<file path="src/rtl/sadc_pkg.sv">
// Shared definitions for the serial converter front end.
// Assumes a 4-bit selector code space (codes 11 and 12..15 are reserved).
package sadc_pkg;

    typedef enum logic [1:0] {
        ST_IDLE = 2'd0,
        ST_XFER = 2'd1,
        ST_CONV = 2'd2
    } sadc_state_e;

    localparam int TEST_SRC_CODE  = 11;  // internal half-scale source
    localparam int TEST_MODE_BASE = 12;  // first reserved digital-test code

endpackage

</file>
<file path="src/rtl/sadc_sync.sv">
// Multi-stage synchronizer for a bundle of asynchronous inputs.
// Assumes STAGES >= 2; all bits of d are independent or quasi-static together.
module sadc_sync #(
    parameter int             W       = 1,
    parameter int             STAGES  = 2,
    parameter logic [W-1:0]   RST_VAL = '0
) (
    input  logic         clk,
    input  logic         rst_n,
    input  logic [W-1:0] d,
    output logic [W-1:0] q
);

    logic [STAGES-1:0][W-1:0] stg;

    // Shift the raw inputs through the flop chain.
    always_ff @(posedge clk) begin
        if (!rst_n) begin
            stg <= {STAGES{RST_VAL}};
        end else begin
            stg[0] <= d;
            for (int i = 1; i < STAGES; i++) begin
                stg[i] <= stg[i-1];
            end
        end
    end

    assign q = stg[STAGES-1];

endmodule

</file>
<file path="src/rtl/sadc_cs_filter.sv">
// Chip-select conditioner: synchronizes cs_n, then accepts a new level only
// after FILT_LEN consecutive equal samples. Emits a one-cycle pulse after an
// accepted falling transition. Assumes FILT_LEN >= 2 so one-sample spikes die.
module sadc_cs_filter #(
    parameter int STAGES   = 2,
    parameter int FILT_LEN = 2
) (
    input  logic clk,
    input  logic rst_n,
    input  logic cs_n_raw,
    output logic cs_q,
    output logic cs_fell
);

    localparam int              CW   = $clog2(FILT_LEN + 1);
    localparam logic [CW-1:0]   LAST = CW'(FILT_LEN - 1);

    logic          cs_s;
    logic [CW-1:0] cnt;

    sadc_sync #(.W(1), .STAGES(STAGES), .RST_VAL(1'b1)) u_sync (
        .clk   (clk),
        .rst_n (rst_n),
        .d     (cs_n_raw),
        .q     (cs_s)
    );

    // Count consecutive disagreeing samples; adopt the level once stable.
    always_ff @(posedge clk) begin
        if (!rst_n) begin
            cs_q    <= 1'b1;
            cnt     <= '0;
            cs_fell <= 1'b0;
        end else begin
            cs_fell <= 1'b0;
            if (cs_s == cs_q) begin
                cnt <= '0;
            end else if (cnt == LAST) begin
                cs_q    <= cs_s;
                cnt     <= '0;
                cs_fell <= ~cs_s;
            end else begin
                cnt <= cnt + 1'b1;
            end
        end
    end

    // the filtered level only ever takes the value the synchronizer held
    a_r5_filter_follows_sync: assert property (@(posedge clk) disable iff (!rst_n)
        !$stable(cs_q) |-> (cs_q == $past(cs_s)));

endmodule

</file>
<file path="src/rtl/sadc_edge_sync.sv">
// Serial-clock front end: resynchronizes SCLK together with DI and reports
// single-cycle rising and falling edge events. Assumes SCLK phases last well
// over STAGES+1 conversion-clock periods.
module sadc_edge_sync #(
    parameter int STAGES = 2
) (
    input  logic clk,
    input  logic rst_n,
    input  logic sclk_raw,
    input  logic di_raw,
    output logic rise,
    output logic fall,
    output logic di_q
);

    logic [1:0] pair_s;
    logic       sclk_prev;

    sadc_sync #(.W(2), .STAGES(STAGES), .RST_VAL(2'b00)) u_sync (
        .clk   (clk),
        .rst_n (rst_n),
        .d     ({sclk_raw, di_raw}),
        .q     (pair_s)
    );

    // Remember the previous synchronized SCLK level for edge detection.
    always_ff @(posedge clk) begin
        if (!rst_n) begin
            sclk_prev <= 1'b0;
        end else begin
            sclk_prev <= pair_s[1];
        end
    end

    assign rise = pair_s[1] & ~sclk_prev;
    assign fall = ~pair_s[1] & sclk_prev;
    assign di_q = pair_s[0];

endmodule

</file>
<file path="src/rtl/sadc_conv_timer.sv">
// Conversion duration counter: while run is high it counts cycles and pulses
// done on the CYCLES-th cycle, then rearms. Dropping run clears it.
module sadc_conv_timer #(
    parameter int CYCLES = 64
) (
    input  logic clk,
    input  logic rst_n,
    input  logic run,
    output logic done
);

    localparam int            CW   = $clog2(CYCLES);
    localparam logic [CW-1:0] LAST = CW'(CYCLES - 1);

    logic [CW-1:0] cnt;

    assign done = run && (cnt == LAST);

    // Advance during a conversion, restart on completion or when idle.
    always_ff @(posedge clk) begin
        if (!rst_n) begin
            cnt <= '0;
        end else if (run && !done) begin
            cnt <= cnt + 1'b1;
        end else begin
            cnt <= '0;
        end
    end

endmodule

</file>
<file path="src/rtl/sadc_front_end.sv">
// Device-side digital front end of a serial 8-bit converter with a 12-way
// selector. Runs entirely on the conversion clock; SCLK, DI and chip select
// are resynchronized, chip select is deglitched. DO enable follows the raw
// pin. Assumes SCLK is far slower than clk and ADDR_W >= 3.
module sadc_front_end
    import sadc_pkg::*;
#(
    parameter int DATA_W      = 8,
    parameter int ADDR_W      = 4,
    parameter int CONV_CYCLES = 64,
    parameter int SYNC_STAGES = 2,
    parameter int CS_FILT_LEN = 2
) (
    input  logic              clk,
    input  logic              rst_n,
    input  logic              cs_n,
    input  logic              sclk,
    input  logic              di,
    input  logic [DATA_W-1:0] ana_code,
    output logic              do_data,
    output logic              do_oe,
    output logic [ADDR_W-1:0] chan_sel,
    output logic              test_mode,
    output logic              busy,
    output logic              result_valid
);

    localparam int                RC_W      = $clog2(ADDR_W + 1);
    localparam int                FC_W      = $clog2(DATA_W + 1);
    localparam logic [RC_W-1:0]   RC_FULL   = RC_W'(ADDR_W);
    localparam logic [RC_W-1:0]   RC_LAST   = RC_W'(ADDR_W - 1);
    localparam logic [FC_W-1:0]   FC_LAST   = FC_W'(DATA_W - 1);
    localparam logic [ADDR_W-1:0] SRC_HALF  = ADDR_W'(TEST_SRC_CODE);
    localparam logic [ADDR_W-1:0] SRC_DIG   = ADDR_W'(TEST_MODE_BASE);
    localparam logic [DATA_W-1:0] HALF_CODE = {1'b1, {(DATA_W-1){1'b0}}};

    sadc_state_e       state;
    logic              cs_q;
    logic              cs_fell;
    logic              sck_rise;
    logic              sck_fall;
    logic              di_q;
    logic              in_conv;
    logic              conv_done;
    logic [DATA_W-1:0] shreg;
    logic [DATA_W-1:0] result;
    logic [DATA_W-1:0] sample;
    logic [ADDR_W-2:0] addr_sh;
    logic [ADDR_W-1:0] chan;
    logic [RC_W-1:0]   rise_cnt;
    logic [FC_W-1:0]   fall_cnt;
    logic              valid;

    sadc_cs_filter #(.STAGES(SYNC_STAGES), .FILT_LEN(CS_FILT_LEN)) u_cs (
        .clk      (clk),
        .rst_n    (rst_n),
        .cs_n_raw (cs_n),
        .cs_q     (cs_q),
        .cs_fell  (cs_fell)
    );

    sadc_edge_sync #(.STAGES(SYNC_STAGES)) u_sck (
        .clk      (clk),
        .rst_n    (rst_n),
        .sclk_raw (sclk),
        .di_raw   (di),
        .rise     (sck_rise),
        .fall     (sck_fall),
        .di_q     (di_q)
    );

    sadc_conv_timer #(.CYCLES(CONV_CYCLES)) u_tmr (
        .clk   (clk),
        .rst_n (rst_n),
        .run   (in_conv),
        .done  (conv_done)
    );

    assign in_conv = (state == ST_CONV);

    // Exchange / conversion sequencer with abort handling.
    always_ff @(posedge clk) begin
        if (!rst_n) begin
            state    <= ST_IDLE;
            shreg    <= '0;
            result   <= '0;
            sample   <= '0;
            addr_sh  <= '0;
            chan     <= '0;
            rise_cnt <= '0;
            fall_cnt <= '0;
            valid    <= 1'b0;
        end else begin
            unique case (state)
                ST_IDLE: begin
                    if (!cs_q) begin
                        state    <= ST_XFER;
                        rise_cnt <= '0;
                        fall_cnt <= '0;
                    end
                end
                ST_XFER: begin
                    if (cs_q) begin
                        state <= ST_IDLE;
                        valid <= 1'b0;
                        shreg <= result;
                    end else if (sck_rise && rise_cnt != RC_FULL) begin
                        addr_sh  <= {addr_sh[ADDR_W-3:0], di_q};
                        rise_cnt <= rise_cnt + 1'b1;
                        if (rise_cnt == RC_LAST) begin
                            chan <= {addr_sh, di_q};
                        end
                    end else if (sck_fall && rise_cnt != '0) begin
                        if (fall_cnt == FC_LAST) begin
                            state  <= ST_CONV;
                            sample <= (chan == SRC_HALF) ? HALF_CODE : ana_code;
                        end else begin
                            shreg <= {shreg[DATA_W-2:0], 1'b0};
                        end
                        fall_cnt <= fall_cnt + 1'b1;
                    end
                end
                ST_CONV: begin
                    if (cs_fell) begin
                        state    <= ST_XFER;
                        valid    <= 1'b0;
                        shreg    <= result;
                        rise_cnt <= '0;
                        fall_cnt <= '0;
                    end else if (conv_done) begin
                        result   <= sample;
                        shreg    <= sample;
                        valid    <= 1'b1;
                        rise_cnt <= '0;
                        fall_cnt <= '0;
                        state    <= cs_q ? ST_IDLE : ST_XFER;
                    end
                end
                default: state <= ST_IDLE;
            endcase
        end
    end

    assign do_oe        = ~cs_n;
    assign do_data      = in_conv ? 1'b0 : shreg[DATA_W-1];
    assign chan_sel     = chan;
    assign test_mode    = (chan >= SRC_DIG);
    assign busy         = in_conv;
    assign result_valid = valid;

    // within a transfer the output register moves only on a SCLK fall
    a_r2_shift_on_fall: assert property (@(posedge clk) disable iff (!rst_n)
        (state == ST_XFER && $past(state) == ST_XFER && !$past(sck_fall))
            |-> $stable(shreg));

    // a conversion begins only on a detected SCLK falling edge
    a_r4_start_on_fall: assert property (@(posedge clk) disable iff (!rst_n)
        $rose(in_conv) |-> $past(sck_fall));

    // a conversion ends only by timer completion or a filtered CS fall
    a_r7_busy_exit: assert property (@(posedge clk) disable iff (!rst_n)
        $fell(in_conv) |-> ($past(conv_done) || $past(cs_fell)));

    // the valid flag is raised only from inside a conversion
    a_r10_valid_from_conv: assert property (@(posedge clk) disable iff (!rst_n)
        $rose(valid) |-> $past(in_conv));

endmodule

</file>
<file path="config.mk">
export PLATFORM = sky130hd
export DESIGN_NAME = sadc_front_end
export DESIGN_NICKNAME = d
export VERILOG_FILES = /design/src/rtl/sadc_pkg.sv /design/src/rtl/sadc_sync.sv /design/src/rtl/sadc_cs_filter.sv /design/src/rtl/sadc_edge_sync.sv /design/src/rtl/sadc_conv_timer.sv /design/src/rtl/sadc_front_end.sv
export SDC_FILE = /design/constraint.sdc
export NUM_CORES = 1
export LEC_CHECK = 0
export ABC_AREA = 1
export BUFFER_PORTS_ARGS = -buffer_cell sky130_fd_sc_hd__buf_4
export CAP_MARGIN = 20
export CORE_MARGIN = 2
export CORE_UTILIZATION = 57
export DETAILED_ROUTE_END_ITERATION = 10
export PLACE_DENSITY = 0.73
export SLEW_MARGIN = 20
export SYNTH_ARGS = -nofsm -noshare
export SYNTH_HDL_FRONTEND = slang
export SYNTH_SLANG_ARGS = --single-unit
</file>
<file path="constraint.sdc">
create_clock -name clk -period 2.1 [get_ports clk]
set_clock_uncertainty 0.15 [all_clocks]
set_input_delay 0.105 -clock clk [delete_from_list [all_inputs] [get_ports clk]]
set_output_delay 0.105 -clock clk [all_outputs]
set_load 0.005 [all_outputs]
</file>
==> results by group <==
Die
  – Count of boundary I/O pins: 22
  – Initial core utilization: 59.32%
  – Chip height: 74.34 µm
  – Floorplan core area: 4755 µm²
  – Die Wd: 74.34 µm
  – Die area: 5526 µm²
  – Placement row count: 25

Global routing
  – Overall fraction of global-route tracks in use: 24.01%
  – Met3 Track Usage GR: 5.691%
  – Met1 Resource Use GR: 30.20%
  – Remaining global-route overflow: 0
  – Vias in the first global route: 2,221
  – Maximum number of pins on one net before global-route repair: 22
  – Layer with the highest usage after global routing: met2
  – Wire length of the first global-routing pass: 10,060 µm
  – Initial antenna violation count: 0
  – Met2 track utilization from global routing: 40.38%

Routing
  – WL per Instance: 12.04 µm
  – Initial DRC Count: 145
  – Overall via count from detail_route: 2,490
  – Drt first pass iters: 4
  – Residual DRC: 0
  – Post-detailed-route count of antenna-violating nets: 0
  – Wire length reported by the detailed router: 6009 µm
  – Routed via count divided by cell count: 4.990

Hold path
  – Path class of the lowest-slack min-delay path: reg -> reg
  – Worst hold endpoint: u_cs.u_sync.q$_SDFF_PN1_
  – Worst hold stages: 1
  – Worst hold start: u_cs.u_sync.stg[0]$_SDFF_PN1_

Clock tree
  – TritonCTS Buffers: 9
  – Clock transition at the register clock pins on the worst setup and hold paths after CTS: 60 ps
  – Buffer type at the clock tree root: clkbuf_8
  – Count of H-tree levels built during CTS: 3
  – Clock latency on the worst-skew pair: 330 ps
  – Clk sinks: 58
  – # resized after CTS: 0
  – Clock buffer depth: 2
  – Clock tree from TritonCTS: built

Setup path
  – Worst r2r dst: shreg[1]$_SDFFE_PN0P_
  – Sort of element at the end of the critical path: register
  – Worst setup SP type: register
  – CP Max Fanout: 7
  – R2R Path Start: state[0]$_SDFFE_PN0P_
  – Worst r2r path cells: 9
  – Crit Path Class: reg -> reg
  – Worst reg-to-reg setup slack: 270 ps
  – Data arrival time at the worst-slack endpoint: 1940 ps
  – Req. time, crit path: 2210 ps

Cells and area
  – Final nets: 451
  – Ratio of cells with drive above 1 in the final layout: 15.51%
  – Area growth from synthesis to layout: 19.83%
  – Total area of sequential cells: 1161 µm²
  – Total area of multi-input combinational cells: 1438 µm²
  – Non-filler instance count after layout: 499
  – Final cell area excluding filler cells: 3379 µm²
  – Fill cells: 400
  – Count of inserted antenna diode cells: 0

Power
  – Net switching power: 0.0006110 W
  – Comb pwr share: 11.4%
  – Overall power consumption: 0.002521 W
  – Static Leak: 1.428 nW
  – Clock network power share: 41.9%
  – Largest voltage drop on the vdd net: 713.5 µV
  – Power density cells: 746.0 nW/µm²
  – Sequential share of power: 46.7%
  – Cell-internal power: 0.001910 W
  – Net Sw Frac: 24.24%

Timing
  – Endpoints failing hold: 0
  – Period utilisation layout: 87.11%
  – Slew at the pin with the worst max-slew slack: 419.9 ps
  – Final worst setup slack: 270.7 ps
  – Count of final max-slew check failures: 0
  – RSZ-0062 raised after global routing: no
  – Highest achievable clock rate: 546.7 MHz
  – Remaining max-slew budget at the tightest pin: 72.01%
  – Setup TNS: 0 ps
  – Setup violations, final: 0
  – Min cycle time layout: 1829 ps

Placed design
  – Number of I/O port buffers: 21
  – Area after detailed placement: 3035 µm²
  – Dpl cells: 470
  – HPWL after DPL: 4194 µm
  – Final estimated routing congestion in global placement: 0.8246
  – Setup WS pre-CTS: 299.8 ps

Synthesis
  – Syn Nets: 411
  – Cell accounting for the most synthesized area: dfxtp_1
  – Top cells by area in the synthesized netlist: dfxtp_1 41%, nand2_1 11%, nor2_1 8.9%, a21oi_1 6.0%, inv_1 4.9%
  – Leading post-synthesis cells by instance count: 86 x nand2_1, 67 x nor2_1, 58 x dfxtp_1
  – Fraction of synthesized cell area taken by the top area cell type: 41.17%
  – Most used flip-flop cell after synthesis: dfxtp_1
  – Sequential cell area fraction in the yosys report: 41.17%
  – Ys async rst share: 0%
  – #FFs+latches synth: 58
  – Synthesized instance count: 388
  – Total number of yosys warnings: 0
  – Cell with the most instances after synthesis: nand2_1
  – Netlist area before placement: 2820 µm²
  – Number of enable-type register cells in the synthesized netlist: 0
  – Number of different library cells in the post-synthesis netlist: 35
  – Syn avg cell area: 7.269 µm²

Run
  – Count of maximum capacitance violations: 0

Outcome
  – Result of the run: finished, final reports clean
[critical path, cell delays in order, from the launching register on]
cell	delay (ps)
dfxtp_1	370
inv_1	80
ha_1	320
nand2_2	190
inv_2	80
o21ai_4	110
nand2_4	70
nor2_4	210
nor2_1	60
nor2_1	120
[worst max-delay path by stage]
stage                           from                  endpoint  slack (ps)
4_1_cts        state[0]$_SDFFE_PN0P_                   do_data         270
3_3_place_gp   state[0]$_SDFFE_PN0P_  fall_cnt[0]$_SDFFE_PN0P_         340
5_1_grt        state[0]$_SDFFE_PN0P_    result[7]$_SDFFE_PN0P_         120
6_report       state[0]$_SDFFE_PN0P_     shreg[1]$_SDFFE_PN0P_         270
3_5_place_dp   state[0]$_SDFFE_PN0P_     shreg[5]$_SDFFE_PN0P_         300
2_1_floorplan  state[1]$_SDFFE_PN0P_  fall_cnt[3]$_SDFFE_PN0P_         490
[power groups by stage]
| stage | Sequential (W) | Clock [W] | Combinational [W] |
|---|---|---|---|
| floorplan | 0.00119 | 0 | 0.000202 |
| global placement | 0.00120 | 0 | 0.000262 |
| detailed placement | 0.00120 | 0 | 0.000266 |
| CTS | 0.00118 | 0.00107 | 0.000289 |
| global route | 0.00118 | 0.00113 | 0.000333 |
| finish | 0.00118 | 0.00106 | 0.000288 |
[repair_timing]
action                    in CTS  in global routing
hold buffers                  14                  0
setup buffers                  0                  0
hold endpoints to repair      21                  0
[cell families after synthesis]
group | Yosys count | synth area share [%]
and+or+nand+nor | 206 | 34.65
AOI/OAI and AO/OA | 59 | 11.27
DFF | 58 | 41.17
adders and majority gates | 10 | 4.437
xor gates and xnor gates | 2 | 0.6212
buffers and inverters | 53 | 7.852
[placed cells by master (no fill, tap or decap), drive strengths merged]
master	n
a211oi	1
a21oi	34
a31oi	1
buf	26
bufinv	1
clkbuf	13
clkinv	2
dfxtp	58
dlygate4sd3	14
ha	10
inv	41
nand2	93
nand3	23
nand3b	7
nand4	2
nor2	76
nor3b	3
nor4	1
o211ai	1
o21ai	21
o22ai	1
or2	1
xnor2	1
xor2	1
[routing by layer]
| layer | vias up | wire length [µm] |
|---|---|---|
| li1 | 1312 | - |
| met1 | 1118 | 2734 |
| met2 | 48 | 2958 |
| met3 | 12 | 222 |
| met4 | 0 | 93 |
| met5 | - | 0 |
[layout make-up]
type / count / area share, %
Sequential cell: 58 / 34.36
Clock inverter: 2 / 1.037
Multi-Input combinational cell: 277 / 42.54
Clock buffer: 13 / 4.998
Tap cell: 67 / 2.481
Inverter: 42 / 4.665
Timing Repair Buffer: 40 / 9.922
[metrics by stage]
stage	hold WS [ps]	utilization (%)
global placement	140.9	63.84
finish	261.0	71.08
CTS	262.1	71.08
detailed placement	147.7	63.84
global route	271.3	71.08
floorplan	52.63	-
[state kept, by name (all words and copies together), names as in the netlist]
name,cells
u_cs.cs_q,1
result_valid,1
state,2
u_tmr.cnt,6
sample,8
rise_cnt,3
result,8
u_sck.u_sync.stg,2
fall_cnt,4
u_cs.u_sync.stg,1
chan_sel,4
u_sck.u_sync.q,2
u_sck.sclk_prev,1
shreg,8
u_cs.cs_fell,1
u_cs.cnt,2
addr_sh,3
u_cs.u_sync.q,1
Note: power is estimated with default switching activity, not from simulation.
